[config.mk]
export PLATFORM = sky130hd
export DESIGN_NAME = dualbank_arbiter
export DESIGN_NICKNAME = d
export VERILOG_FILES = /design/src/rtl/dba_pkg.sv /design/src/rtl/dba_sampler.sv /design/src/rtl/dba_bank_fsm.sv /design/src/rtl/dba_wr_filter.sv /design/src/rtl/dualbank_arbiter.sv
export SDC_FILE = /design/constraint.sdc
export NUM_CORES = 1
export LEC_CHECK = 0
export ABC_AREA = 0
export BUFFER_PORTS_ARGS = -buffer_cell sky130_fd_sc_hd__buf_4
export CAP_MARGIN = 20
export CORE_MARGIN = 4
export CORE_UTILIZATION = 40
export CTS_BUF_LIST = sky130_fd_sc_hd__clkbuf_16
export CTS_CLUSTER_SIZE = 30
export DETAILED_ROUTE_END_ITERATION = 16
export PLACE_DENSITY = 0.68
export SYNTH_ARGS = -nofsm -noshare
export SYNTH_HDL_FRONTEND = slang
export SYNTH_HIERARCHICAL = 1
export SYNTH_SLANG_ARGS = --single-unit
[constraint.sdc]
create_clock -name clk -period 1.6 [get_ports clk]
set_input_delay 0.48 -clock clk [delete_from_list [all_inputs] [get_ports clk]]
set_output_delay 0.48 -clock clk [all_outputs]
set_load 0.02 [all_outputs]
[src/rtl/dba_pkg.sv]
package dba_pkg;

    typedef enum logic [2:0] {
        BK_STANDBY,
        BK_SEL_IDLE,
        BK_SRAM_RD,
        BK_SRAM_WR,
        BK_FLASH_RD,
        BK_FLASH_WR
    } bank_state_t;

    typedef enum logic [1:0] {
        FW_IDLE,
        FW_COUNT,
        FW_ARMED,
        FW_PULSE
    } fw_state_t;

endpackage

[src/rtl/dba_sampler.sv]
module dba_sampler #(
    parameter int ADDR_W = 19,
    parameter int DATA_W = 8
) (
    input  logic              clk,
    input  logic              rst_n,
    input  logic [ADDR_W-1:0] bus_addr,
    input  logic [DATA_W-1:0] bus_wdata,
    input  logic              sel_sram_n,
    input  logic              sel_flash_n,
    input  logic              wr_n,
    input  logic              rd_n,
    output logic [ADDR_W-1:0] s_addr,
    output logic [DATA_W-1:0] s_wdata,
    output logic              s_ssel_n,
    output logic              s_fsel_n,
    output logic              s_we_n,
    output logic              s_oe_n
);

    // One register stage: every later decision works on this sample.
    always_ff @(posedge clk) begin
        if (!rst_n) begin
            s_addr   <= '0;
            s_wdata  <= '0;
            s_ssel_n <= 1'b1;
            s_fsel_n <= 1'b1;
            s_we_n   <= 1'b1;
            s_oe_n   <= 1'b1;
        end else begin
            s_addr   <= bus_addr;
            s_wdata  <= bus_wdata;
            s_ssel_n <= sel_sram_n;
            s_fsel_n <= sel_flash_n;
            s_we_n   <= wr_n;
            s_oe_n   <= rd_n;
        end
    end

endmodule

[src/rtl/dba_bank_fsm.sv]
module dba_bank_fsm
    import dba_pkg::*;
#(
    parameter int ADDR_W  = 19,
    parameter int DATA_W  = 8,
    parameter int SRAM_AW = 17
) (
    input  logic               clk,
    input  logic               rst_n,
    input  logic [ADDR_W-1:0]  s_addr,
    input  logic [DATA_W-1:0]  s_wdata,
    input  logic               s_ssel_n,
    input  logic               s_fsel_n,
    input  logic               s_we_n,
    input  logic               s_oe_n,
    input  logic [DATA_W-1:0]  sram_rdata,
    input  logic [DATA_W-1:0]  flash_rdata,
    output logic [DATA_W-1:0]  bus_rdata,
    output logic               bus_drive,
    output logic               standby,
    output logic               sram_access,
    output logic               sram_write,
    output logic [SRAM_AW-1:0] sram_addr,
    output logic [DATA_W-1:0]  sram_wdata,
    output logic               flash_read,
    output logic [ADDR_W-1:0]  flash_rd_addr
);

    localparam int HI_W = ADDR_W - SRAM_AW;

    bank_state_t state, nxt;
    logic [ADDR_W-1:0] p_addr;
    logic [DATA_W-1:0] p_wdata;
    logic              in_range;

    assign in_range = (s_addr[ADDR_W-1:SRAM_AW] == HI_W'(0));

    // Next-state decode: the flash enable is tested first, so it dominates.
    always_comb begin
        nxt = BK_SEL_IDLE;
        if (!s_fsel_n) begin
            if (!s_oe_n && s_we_n)
                nxt = BK_FLASH_RD;
            else if (!s_we_n && s_oe_n)
                nxt = BK_FLASH_WR;
            else
                nxt = BK_SEL_IDLE;
        end else if (!s_ssel_n) begin
            if (!in_range)
                nxt = BK_SEL_IDLE;
            else if (!s_we_n)
                nxt = BK_SRAM_WR;
            else if (!s_oe_n)
                nxt = BK_SRAM_RD;
            else
                nxt = BK_SEL_IDLE;
        end else begin
            nxt = BK_STANDBY;
        end
    end

    always_ff @(posedge clk) begin
        if (!rst_n) begin
            state   <= BK_STANDBY;
            p_addr  <= '0;
            p_wdata <= '0;
        end else begin
            state   <= nxt;
            p_addr  <= s_addr;
            p_wdata <= s_wdata;
        end
    end

    // Output decode from the registered state.
    always_comb begin
        bus_rdata   = '0;
        bus_drive   = 1'b0;
        standby     = 1'b0;
        sram_access = 1'b0;
        sram_write  = 1'b0;
        flash_read  = 1'b0;
        unique case (state)
            BK_STANDBY:  standby = 1'b1;
            BK_SEL_IDLE: ;
            BK_SRAM_RD: begin
                sram_access = 1'b1;
                bus_drive   = 1'b1;
                bus_rdata   = sram_rdata;
            end
            BK_SRAM_WR: begin
                sram_access = 1'b1;
                sram_write  = 1'b1;
            end
            BK_FLASH_RD: begin
                flash_read = 1'b1;
                bus_drive  = 1'b1;
                bus_rdata  = flash_rdata;
            end
            BK_FLASH_WR: ;
            default: ;
        endcase
    end

    assign sram_addr     = p_addr[SRAM_AW-1:0];
    assign sram_wdata    = p_wdata;
    assign flash_rd_addr = p_addr;

    AST_STANDBY_ON_DESELECT: assert property (@(posedge clk) disable iff (!rst_n)
        ($past(s_fsel_n) && $past(s_ssel_n)) |-> (standby && !bus_drive));
    AST_FLASH_DOMINATES: assert property (@(posedge clk) disable iff (!rst_n)
        (!$past(s_fsel_n) && !$past(s_ssel_n)) |-> (!sram_access && !sram_write));
    AST_OE_HIGH_NO_DRIVE: assert property (@(posedge clk) disable iff (!rst_n)
        $past(s_oe_n) |-> !bus_drive);
    AST_SRAM_RANGE: assert property (@(posedge clk) disable iff (!rst_n)
        ($past(s_addr[ADDR_W-1:SRAM_AW]) != HI_W'(0)) |-> !sram_access);
    AST_ONE_BANK: assert property (@(posedge clk) disable iff (!rst_n)
        $onehot0({sram_access, flash_read, standby}));

endmodule

[src/rtl/dba_wr_filter.sv]
module dba_wr_filter
    import dba_pkg::*;
#(
    parameter int ADDR_W     = 19,
    parameter int DATA_W     = 8,
    parameter int GLITCH_MIN = 3
) (
    input  logic              clk,
    input  logic              rst_n,
    input  logic [ADDR_W-1:0] s_addr,
    input  logic [DATA_W-1:0] s_wdata,
    input  logic              s_fsel_n,
    input  logic              s_we_n,
    input  logic              s_oe_n,
    output logic              flash_wr_pulse,
    output logic [ADDR_W-1:0] flash_wr_addr,
    output logic [DATA_W-1:0] flash_wr_data
);

    localparam int CNT_W = $clog2(GLITCH_MIN + 1);
    localparam logic [CNT_W-1:0] THRESH = CNT_W'(GLITCH_MIN);

    fw_state_t         state, nxt;
    logic [CNT_W-1:0]  cnt, cnt_inc;
    logic [ADDR_W-1:0] lat_addr;
    logic [DATA_W-1:0] lat_data;
    logic              act, inh, start;

    // Qualified strobe sample, and the inhibit case (output enable low).
    assign act     = !s_fsel_n && !s_we_n &&  s_oe_n;
    assign inh     = !s_fsel_n && !s_we_n && !s_oe_n;
    assign cnt_inc = cnt + CNT_W'(1);
    assign start   = ((state == FW_IDLE) || (state == FW_PULSE)) && act;

    always_comb begin
        nxt = FW_IDLE;
        unique case (state)
            FW_IDLE, FW_PULSE: begin
                if (act)
                    nxt = (GLITCH_MIN <= 1) ? FW_ARMED : FW_COUNT;
                else
                    nxt = FW_IDLE;
            end
            FW_COUNT: begin
                if (act)
                    nxt = (cnt_inc >= THRESH) ? FW_ARMED : FW_COUNT;
                else
                    nxt = FW_IDLE;
            end
            FW_ARMED: begin
                if (act)
                    nxt = FW_ARMED;
                else if (inh)
                    nxt = FW_IDLE;
                else
                    nxt = FW_PULSE;
            end
            default: nxt = FW_IDLE;
        endcase
    end

    always_ff @(posedge clk) begin
        if (!rst_n) begin
            state    <= FW_IDLE;
            cnt      <= '0;
            lat_addr <= '0;
            lat_data <= '0;
        end else begin
            state <= nxt;
            if (start) begin
                cnt      <= CNT_W'(1);
                lat_addr <= s_addr;
                lat_data <= s_wdata;
            end else if (act && (state == FW_COUNT)) begin
                cnt      <= cnt_inc;
                lat_data <= s_wdata;
            end else if (act && (state == FW_ARMED)) begin
                lat_data <= s_wdata;
            end
        end
    end

    always_comb begin
        flash_wr_pulse = (state == FW_PULSE);
        flash_wr_addr  = lat_addr;
        flash_wr_data  = lat_data;
    end

    AST_ARMED_COUNT: assert property (@(posedge clk) disable iff (!rst_n)
        (state == FW_ARMED) |-> (cnt >= THRESH));
    AST_PULSE_FROM_ARMED: assert property (@(posedge clk) disable iff (!rst_n)
        (state == FW_PULSE) |-> ($past(state) == FW_ARMED));
    AST_PULSE_SINGLE: assert property (@(posedge clk) disable iff (!rst_n)
        flash_wr_pulse |=> !flash_wr_pulse);
    AST_INHIBIT_CANCEL: assert property (@(posedge clk) disable iff (!rst_n)
        (state == FW_ARMED && inh) |=> (state == FW_IDLE));

endmodule

[src/rtl/dualbank_arbiter.sv]
module dualbank_arbiter #(
    parameter int ADDR_W     = 19,
    parameter int DATA_W     = 8,
    parameter int SRAM_AW    = 17,
    parameter int GLITCH_MIN = 3
) (
    input  logic               clk,
    input  logic               rst_n,
    input  logic [ADDR_W-1:0]  bus_addr,
    input  logic [DATA_W-1:0]  bus_wdata,
    input  logic               sel_sram_n,
    input  logic               sel_flash_n,
    input  logic               wr_n,
    input  logic               rd_n,
    output logic [DATA_W-1:0]  bus_rdata,
    output logic               bus_drive,
    output logic               standby,
    output logic               sram_access,
    output logic               sram_write,
    output logic [SRAM_AW-1:0] sram_addr,
    output logic [DATA_W-1:0]  sram_wdata,
    input  logic [DATA_W-1:0]  sram_rdata,
    output logic               flash_read,
    output logic [ADDR_W-1:0]  flash_rd_addr,
    input  logic [DATA_W-1:0]  flash_rdata,
    output logic               flash_wr_pulse,
    output logic [ADDR_W-1:0]  flash_wr_addr,
    output logic [DATA_W-1:0]  flash_wr_data
);

    logic [ADDR_W-1:0] s_addr;
    logic [DATA_W-1:0] s_wdata;
    logic              s_ssel_n, s_fsel_n, s_we_n, s_oe_n;

    dba_sampler #(.ADDR_W(ADDR_W), .DATA_W(DATA_W)) u_sampler (
        .clk        (clk),
        .rst_n      (rst_n),
        .bus_addr   (bus_addr),
        .bus_wdata  (bus_wdata),
        .sel_sram_n (sel_sram_n),
        .sel_flash_n(sel_flash_n),
        .wr_n       (wr_n),
        .rd_n       (rd_n),
        .s_addr     (s_addr),
        .s_wdata    (s_wdata),
        .s_ssel_n   (s_ssel_n),
        .s_fsel_n   (s_fsel_n),
        .s_we_n     (s_we_n),
        .s_oe_n     (s_oe_n)
    );

    dba_bank_fsm #(.ADDR_W(ADDR_W), .DATA_W(DATA_W), .SRAM_AW(SRAM_AW)) u_bank (
        .clk          (clk),
        .rst_n        (rst_n),
        .s_addr       (s_addr),
        .s_wdata      (s_wdata),
        .s_ssel_n     (s_ssel_n),
        .s_fsel_n     (s_fsel_n),
        .s_we_n       (s_we_n),
        .s_oe_n       (s_oe_n),
        .sram_rdata   (sram_rdata),
        .flash_rdata  (flash_rdata),
        .bus_rdata    (bus_rdata),
        .bus_drive    (bus_drive),
        .standby      (standby),
        .sram_access  (sram_access),
        .sram_write   (sram_write),
        .sram_addr    (sram_addr),
        .sram_wdata   (sram_wdata),
        .flash_read   (flash_read),
        .flash_rd_addr(flash_rd_addr)
    );

    dba_wr_filter #(.ADDR_W(ADDR_W), .DATA_W(DATA_W), .GLITCH_MIN(GLITCH_MIN)) u_filter (
        .clk           (clk),
        .rst_n         (rst_n),
        .s_addr        (s_addr),
        .s_wdata       (s_wdata),
        .s_fsel_n      (s_fsel_n),
        .s_we_n        (s_we_n),
        .s_oe_n        (s_oe_n),
        .flash_wr_pulse(flash_wr_pulse),
        .flash_wr_addr (flash_wr_addr),
        .flash_wr_data (flash_wr_data)
    );

    AST_SRAM_WHILE_PULSE: assert property (@(posedge clk) disable iff (!rst_n)
        (flash_wr_pulse && !$past(s_ssel_n) && $past(s_fsel_n) && !$past(s_oe_n)
         && $past(s_we_n) && ($past(s_addr) < ADDR_W'(1) << SRAM_AW)) |-> (sram_access && bus_drive));

endmodule

==> key figures, run 1 <==
Cells and area
  • Most frequent cells in the layout: buf_4 (131), dfxtp_1 (88), and2_1 (54)
  • Fillcell total: 715
  • Layout area overhead: 37.6%
  • Ant. Diodes: 0
  • Commonest non-fill, non-tap cell in the layout: buf_4
  • Nets: 506
  • Share of layout cells above drive strength 1: 0.404

Drt
  • Metal2 WL: 3210 um
  • Wl on met1: 2890 um
  • DRT Wirelength: 7030 um
  • Vias per Instance: 4.57
  • Met3 wire length: 810 um
  • DR DRC count: 0
  • Post-DRT Antenna Nets: 0
  • DRT iter0 DRCs: 44
  • Vias: 2,559
  • Top routing layer used: met4
  • Router iterations before antenna repair: 4
  • Routed len/inst: 12.6 um

Global routing
  • First-pass GRT wire length: 10,600 um
  • Total track usage: 0.132
  • Antenna violations before repair: 0
  • Vias in the first global route: 2,350
  • Overflow after GRT: 0
  • Largest net degree at the start of global routing: 55

Floorplanning
  • Initial Util: 0.415
  • Die Area: 0.0102 sq mm
  • DIE HEIGHT: 101 um
  • # rows: 33
  • Core area: 0.00830 sq mm
  • Die Width: 101 um
  • Io pins: 134

Setup path
  • CP endpoint kind: output port
  • CP Data Required Time: 1120 ps
  • Largest stage delay on the critical path: 340 ps
  • CP top delay family: simple AND/OR/NAND/NOR gates
  • WP buf/inv: 2
  • Critical Path Most Common Cell: buf_6
  • Critical path class: register to output port
  • Critical Path, Cell by Cell: buf_6 > and2b_2 > and2_4 > buf_6
  • Critical Path Fanout Max: 5
  • Critical path arrival: 1270 ps
  • Critical-path top delay cell: dfxtp_2
  • Startpoint Class: register

Logic synthesis
  • Synthesized instance count: 335
  • Mapped Area: 0.00344 sq mm
  • Syn nets: 390
  • Synth unique cells: 42
  • Register bit total from synthesis: 92
  • Synth Warn #: 6
  • Avg Synthesized Cell Area: 10.3 sq um
  • Seq/Total Area, Yosys: 0.535

Power and ir drop
  • Leak Pwr: 2.08 nW
  • Peak VDD IR: 0.919 mV
  • Pwr per Cell Area: 1030 mW/mm^2

Placement
  • Setup WS pre-CTS: 51.0 ps
  • IO buf count: 133
  • GP Congestion: 0.699
  • Dpl hpwl: 4850 um

CTS
  • Clock buffer depth: 2
  • H-tree depth: 3
  • # clock sinks: 92
  • # hold bufs at CTS: 0
  • Clock latency on the worst-skew pair: 330 ps
  • CTS Buf Count: 9
  • CTS tree: yes
  • Clock root buffer: clkbuf_16
  • Worst-path clk slew: 60 ps

Hold path
  • Worst min path class: input port to register

Timing
  • Hold Vio Cnt, Final: 0
  • Period Utilization, post-route: 1.09
  • Peak Freq: 0.571 GHz
  • Clock Skews: 6.90 ps
  • Setup violators final: 13
  • Setup ws final: -151 ps
  • Worst slew pin tran: 293 ps
  • Slew margin rel.: 0.802
  • RSZ-0062 raised after global routing: yes
  • Min Hold Slack: 333 ps
  • Fin. max-slew vios: 0
  • Fin crit period: 1750 ps

Run
  • Max cap viols: 0

Status
  • Failing checks: negative setup slack
  • Status: finished, violations left
## layout make-up
| cell class | instances | area, sq um | area share |
|---|---|---|---|
| flip-flops and latches | 92 | 1850 | 0.390 |
| multi-input cells | 198 | 1270 | 0.268 |
| repair buffers | 145 | 1180 | 0.249 |
| clock buffers | 9 | 225 | 0.0475 |
| well taps | 105 | 131 | 0.0277 |
| clock inverters | 6 | 63.8 | 0.0135 |
| inverters | 5 | 18.8 | 0.00396 |
## through the flow
step	area (sq um)	utilization	cells	TNS, ps	total power [W]
after floorplan	3440	-	335	0	0.00271
after global placement	4320	0.521	539	0	0.00288
after detailed placement	4320	0.521	539	0	0.00288
after CTS	4670	0.563	558	-1660	0.00495
after global routing	4740	0.571	560	-2140	0.00509
final	4740	0.571	560	-1520	0.00488
## worst register-to-register path, cell delays in order, from the launching register on
cell	delay, ps
dfxtp_2	350
inv_1	50
ha_2	360
and4bb_4	300
clkbuf_16	200
nand3_1	80
o21ai_0	70
## sequential cells by signal, summed over array words and instances (netlist names)
name,cells
u_bank/flash_rd_addr,19
u_bank/sram_wdata,8
u_bank/state,3
u_filter/cnt,2
u_filter/flash_wr_addr,19
u_filter/flash_wr_data,8
u_filter/state,2
u_sampler/s_addr,19
u_sampler/s_fsel_n,1
u_sampler/s_oe_n,1
u_sampler/s_ssel_n,1
u_sampler/s_wdata,8
u_sampler/s_we_n,1
## synthesized netlist by cell type, drive strengths merged
library cell   n  share of area
nor3           4         0.0073
and3b          1         0.0029
or3b           1         0.0025
inv            5         0.0055
o22ai          1         0.0018
nor4b          1         0.0025
nor2           2         0.0022
and2          55           0.10
nor2b          2         0.0036
nand3b        16          0.035
o21ai         22          0.040
a32o           1         0.0029
a21oi          8          0.012
and4bb         1         0.0036
o31a           1         0.0029
buf           33          0.084
nand4bb        1         0.0033
xnor2          1         0.0025
a221oi         1         0.0025
mux2i          8          0.023
nor3b          2         0.0073
clkbuf         6          0.011
dfxtp         92           0.54
nand2         37          0.040
dlygate4sd1    1         0.0025
and2b          1         0.0025
ha             6          0.022
nand3         19          0.029
a21boi         1         0.0022
nand2b         4         0.0073
a31oi          1         0.0018
## power breakdown
part           total, W  switching, W  internal (W)
clock network   0.00204      0.000835       0.00120
logic          0.000423      0.000196      0.000227
registers       0.00242     0.0000487       0.00237
total           0.00488       0.00108       0.00380
## kinds of logic after synthesis
| family | share of synthesized area |
|---|---|
| mux | 0.0233 |
| compound gates | 0.0654 |
| flops | 0.535 |
| buf+inv | 0.103 |
| xor+xnor | 0.00254 |
| simple gates | 0.249 |
| fa+ha+maj | 0.0218 |
## metal layers
metal  GRT usage  vias to the layer above
met5           0                        -
met4      0.0528                        0
met3      0.0616                       12
met2       0.214                       95
met1       0.149                     1143
li1            -                     1309
## final timing paths
kind,start,end,slack [ps],depth (start not counted)
max,u_bank/state[1],sram_write,-150,4
min,rd_n,u_sampler/s_oe_n,330,2
max reg2reg,u_filter/state[0],u_filter/flash_wr_addr[13],130,6
min reg2reg,u_sampler/s_ssel_n,u_bank/state[0],440,1
## timing repair
action / in CTS / in global routing
pin swaps: 3 / 7
gates cloned: 3 / 1
setup buffers: 1 / 1
resized for setup: 14 / 10
setup endpoints to repair: 13 / 39
Note: power is estimated with default switching activity, not from simulation.
==> run 2: changes to the inputs <==
SYNTH_HIERARCHICAL = not set   (was 1)
==> run 2 against run 1 <==
Register-to-register slack worse by 40 ps. Clock skew increased by 1.7 ps. Critical path depth grew 2. Largest power group unchanged. Non-clock buffer count fell by 1. The run still ends with negative setup slack left. Global-route usage increased by 1.8 points.
==> key figures, run 2 <==
Status
  • Status: finished, violations left
  • Failing checks: negative setup slack

CTS
  • # hold bufs at CTS: 0
  • CTS Buf Count: 9
  • Clock root buffer: clkbuf_16
  • # clock sinks: 92
  • CTS tree: yes
  • Worst-path clk slew: 60 ps
  • H-tree depth: 3
  • Clock latency on the worst-skew pair: 330 ps
  • Clock buffer depth: 2

Drt
  • Vias per Instance: 4.53
  • Vias: 2,491
  • Routed len/inst: 13.4 um
  • DR DRC count: 0
  • Post-DRT Antenna Nets: 0
  • DRT iter0 DRCs: 58
  • Router iterations before antenna repair: 4
  • DRT Wirelength: 7370 um

Timing
  • Worst slew pin tran: 406 ps
  • Fin crit period: 1820 ps
  • Fin. max-slew vios: 0
  • Setup TNS: -2140 ps
  • Clock Skews: 8.60 ps
  • Peak Freq: 0.549 GHz
  • Setup ws final: -221 ps
  • Hold Vio Cnt, Final: 0
  • Period Utilization, post-route: 1.14
  • Slew margin rel.: 0.723
  • RSZ-0062 raised after global routing: yes
  • Setup violators final: 13

Floorplanning
  • Io pins: 134
  • DIE HEIGHT: 98.2 um
  • Die Area: 0.00965 sq mm
  • # rows: 32
  • Initial Util: 0.417
  • Core area: 0.00781 sq mm
  • Die Width: 98.2 um

Logic synthesis
  • Area contributors post-synth: dfxtp_1 (57%), and2_1 (9.0%), buf_4 (4.1%)
  • Register bit total from synthesis: 92
  • Yosys top cell by area: dfxtp_1
  • Asr flop ratio synth: 0
  • Synth unique cells: 35
  • Avg Synthesized Cell Area: 10.0 sq um
  • Synth top cells by count: dfxtp_1 (92), and2_1 (47), nand2_1 (27)
  • Most common cell in the netlist: dfxtp_1
  • Synth Warn #: 0
  • Synthesized instance count: 325
  • Seq/Total Area, Yosys: 0.566
  • Share of the synthesized area in the top cell type: 0.566
  • Ys flop type: dfxtp_1
  • Mapped Area: 0.00326 sq mm
  • Syn nets: 380
  • Number of flops mapped to enable cells by yosys: 0

Cells and area
  • Nets: 498
  • Final Util: 0.592
  • Layout area overhead: 42.0%
  • Commonest non-fill, non-tap cell in the layout: buf_4
  • Most frequent cells in the layout: buf_4 (140), dfxtp_1 (89), and2_1 (47)
  • Fillcell total: 680
  • Final instance area: 0.00462 sq mm
  • Share of layout cells above drive strength 1: 0.424
  • Ant. Diodes: 0

Global routing
  • First-pass GRT wire length: 11,900 um
  • Antenna violations before repair: 0
  • Vias in the first global route: 2,498
  • Total track usage: 0.149
  • Largest net degree at the start of global routing: 27
  • Overflow after GRT: 0

Hold path
  • Hold_sp: sel_sram_n
  • Min-Delay Endpoint: u_sampler.s_ssel_n
  • Hold path depth: 2
  • Worst min path class: input port to register

Setup path
  • CP endpoint kind: output port
  • Critical Path, Cell by Cell: buf_6 > nor2b_4 > buf_4 > a22oi_1 > nor2_1 > buf_4
  • Critical-path top delay cell: dfxtp_2
  • R2r endpoint: u_filter.flash_wr_data[5]
  • FF-to-FF Start: u_filter.state[0]
  • Largest stage delay on the critical path: 330 ps
  • Critical path arrival: 1340 ps
  • Critical path class: register to output port
  • Startpoint Class: register
  • Reg-to-reg slack, setup: 90 ps
  • Critical Path Fanout Max: 5
  • CP Data Required Time: 1120 ps
  • Worst R2R Path Depth: 4
  • Critical Path Most Common Cell: buf_4

Power and ir drop
  • Leak Pwr: 2.11 nW
  • Power, Total: 0.00502 W
  • Pwr per Cell Area: 1080 mW/mm^2
  • Peak VDD IR: 0.624 mV

Run
  • Max cap viols: 0

Placement
  • Placed Area: 0.00423 sq mm
  • Dpl hpwl: 5240 um
  • IO buf count: 133
  • Setup WS pre-CTS: -159 ps
  • GP Congestion: 0.777
==> run 2: cell count changes after synthesis, sizes merged, moves of 5 or more <==
cell / delta
o21ai: -19
nand3b: -16
a21oi: +12
inv: +9
nor2: +9
a22oi: +8
and2: -8
buf: -7
clkbuf: +5
==> run 2: per-stage QoR <==
stage	hold WS, ps	instances
6_report	336	550
3_5_place_dp	414	532
4_1_cts	327	550
3_3_place_gp	410	532
5_1_grt	335	550
2_1_floorplan	404	325
==> run 2: report_power, final <==
group	switching, W	internal [W]
clock network	0.000827	0.00136
registers	0.0000458	0.00237
logic	0.000201	0.000214
==> run 2: cell type report <==
class	count	area [sq um]	area share
Inverter	14	52.6	0.0114
Clock inverter	7	91.3	0.0198
Tap cell	102	128	0.0276
Sequential cell	92	1850	0.400
Multi-Input combinational cell	182	1170	0.254
Clock buffer	9	225	0.0487
Timing Repair Buffer	144	1100	0.239
==> run 2: kinds of logic (layout without fill, tap and decap cells) <==
kind of cell             Yosys count  after routing  share of synthesized area
flip-flops                        92             92                      0.566
AND/OR/NAND/NOR                  129            129                      0.214
AO/OA/AOI/OAI                     39             39                     0.0857
adder cells (fa/ha/maj)            6              6                     0.0230
multiplexers                       8              8                     0.0246
buffers and inverters             51            174                     0.0876
==> run 2: routing by layer <==
metal / track usage / part of all wire / vias up / routed length [um]
met2: 0.249 / 0.49 / 74 / 3610
met1: 0.184 / 0.43 / 1138 / 3160
met5: 0 / 0 / - / 0
met4: 0.0504 / 0.0088 / 0 / 65
li1: - / - / 1271 / -
met3: 0.0471 / 0.072 / 8 / 528
==> run 2: what timing repair did <==
item / in CTS / in global routing
gates resized for setup: 12 / 7
pin swaps: 3 / 4
setup endpoints to repair: 17 / 22
setup buffers: 1 / 1
cloned: 1 / 0
==> run 2: worst max-delay path by stage <==
stage | startpoint | endpoint | slack (ps) | cells past startpoint
finish | u_bank.state[2] | bus_rdata[7] | -220 | 6
global route | u_bank.state[2] | bus_rdata[6] | -320 | 6
CTS | u_bank.state[2] | bus_rdata[5] | -230 | 6
detailed placement | u_bank.state[2] | bus_rdata[5] | -160 | 4
global placement | u_bank.state[2] | bus_rdata[5] | -60 | 4
floorplan | u_bank.state[2] | bus_rdata[1] | 0.3 | 4
==> run 2: worst max-delay path, delay by kind of cell (launching register included) <==
| family | cells | cell delay [ps] |
|---|---|---|
| buffers and inverters | 3 | 400 |
| DFF | 1 | 330 |
| and+or+nand+nor | 2 | 230 |
| AOI/OAI and AO/OA | 1 | 60 |
==> run 3: changes to the inputs <==
CORE_UTILIZATION = 35   (was 40)
CTS_BUF_LIST = not set   (was sky130_fd_sc_hd__clkbuf_16)
PLACE_DENSITY = not set   (was 0.68)
==> run 3 against run 2 <==
The run still ends with negative setup slack left. Highest routed layer unchanged. Critical path type unchanged. Maximum frequency down 3.3%. Wire length grew 4.0%. Count of clock-buffer cells in the layout grew 2.
==> key figures, run 3 (synthesis results as in run 2) <==
Floorplanning
  • DIE HEIGHT: 104 um
  • Io pins: 134
  • Die Width: 104 um
  • Initial Util: 0.366
  • # rows: 34
  • Die Area: 0.0109 sq mm
  • Core area: 0.00889 sq mm

Status
  • Failing checks: negative setup slack
  • Status: finished, violations left

Cells and area
  • Most frequent cells in the layout: buf_4 (139), dfxtp_1 (89), and2_1 (47)
  • Ant. Diodes: 0
  • Final instance area: 0.00462 sq mm
  • Layout area overhead: 41.9%
  • Commonest non-fill, non-tap cell in the layout: buf_4
  • Nets: 503
  • Share of layout cells above drive strength 1: 0.433

Timing
  • Hold Vio Cnt, Final: 0
  • Fin. max-slew vios: 0
  • Setup ws final: -282 ps
  • Setup TNS: -2700 ps
  • Slew margin rel.: 0.783
  • Fin crit period: 1880 ps
  • Peak Freq: 0.531 GHz
  • Worst slew pin tran: 317 ps
  • Clock Skews: 6.30 ps
  • RSZ-0062 raised after global routing: yes
  • Setup violators final: 13
  • Period Utilization, post-route: 1.18

Drt
  • DR DRC count: 0
  • Routed len/inst: 13.7 um
  • Post-DRT Antenna Nets: 0
  • Vias per Instance: 4.54
  • DRT iter0 DRCs: 67
  • Router iterations before antenna repair: 4
  • Vias: 2,546
  • DRT Wirelength: 7660 um

Placement
  • IO buf count: 133
  • Placed Area: 0.00426 sq mm
  • GP Congestion: 0.818
  • Setup WS pre-CTS: -137 ps
  • Dpl hpwl: 5500 um

CTS
  • Clock latency on the worst-skew pair: 350 ps
  • H-tree depth: 3
  • Worst-path clk slew: 80 ps
  • Clock root buffer: clkbuf_8
  • Clock buffer depth: 2
  • # clock sinks: 92
  • CTS Buf Count: 9
  • CTS tree: yes

Global routing
  • Antenna violations before repair: 0
  • Overflow after GRT: 0
  • First-pass GRT wire length: 12,400 um
  • Total track usage: 0.141
  • Vias in the first global route: 2,531
  • Largest net degree at the start of global routing: 38

Setup path
  • Largest stage delay on the critical path: 330 ps
  • Critical Path, Cell by Cell: nor2b_4 > buf_4 > buf_4 > o21ba_4 > buf_6
  • Critical Path Fanout Max: 4
  • CP endpoint kind: output port
  • Critical path class: register to output port
  • CP Data Required Time: 1120 ps
  • Startpoint Class: register
  • CP top delay family: buffers and inverters
  • WP buf/inv: 3
  • Critical Path Most Common Cell: buf_4
  • Critical-path top delay cell: dfxtp_2
  • Critical path arrival: 1400 ps

Power and ir drop
  • Peak VDD IR: 0.492 mV
  • Pwr per Cell Area: 1000 mW/mm^2
  • Leak Pwr: 2.10 nW

Hold path
  • Worst min path class: input port to register

Run
  • Max cap viols: 0
## run 3: power by group
group	total (W)	switching, W	internal, W
clock	0.00179	0.000753	0.00103
sequential	0.00241	0.0000466	0.00237
combinational	0.000431	0.000206	0.000225
## run 3: worst reg2reg max path: cells and delay by family (launching register included)
kind,cells,cell delay (ps)
AOI/OAI and AO/OA,1,460
DFF,1,360
buffers and inverters,1,60
muxes,1,150
adders and majority gates,1,360
## run 3: area by class of cell
type / count / area [sq um]
multi-input cells: 182 / 1170
inverters: 14 / 52.6
flip-flops and latches: 92 / 1850
well taps: 108 / 135
repair buffers: 149 / 1180
fillers: 818 / 4270
clock buffers: 11 / 131
clock inverters: 5 / 100
## run 3: per-layer routing
layer	GRT usage	wire [um]	up-vias	share of wire
met2	0.226	3650	89	0.48
met5	0	0	-	0
li1	-	-	1280	-
met1	0.176	3340	1161	0.44
met3	0.0453	522	16	0.068
met4	0.0560	144	0	0.019
## run 3: path summary, 6_finish.rpt
| kind | from | to | slack (ps) | cells after the start |
|---|---|---|---|---|
| max | u_bank.state[2] | bus_drive | -280 | 5 |
| min | rd_n | u_sampler.s_oe_n | 310 | 2 |
| min reg2reg | u_sampler.s_wdata[1] | u_bank.sram_wdata[1] | 430 | 2 |
| max reg2reg | u_filter.state[0] | u_filter.flash_wr_data[0] | 90 | 4 |
## run 3: metrics by stage
stage	std cells	utilization	hold slack [ps]	power, W
4_1_cts	557	0.514	292	0.00469
6_report	561	0.520	311	0.00463
5_1_grt	561	0.520	296	0.00483
3_5_place_dp	538	0.479	420	0.00289
2_1_floorplan	325	-	404	0.00268
3_3_place_gp	538	0.479	414	0.00288
## run 3: what timing repair did
action	CTS	global route
resized for setup	16	9
pin swaps	3	7
setup buffers	2	5
endpoints found under the setup margin	13	21
hold buffers	0	0
cloned	1	0
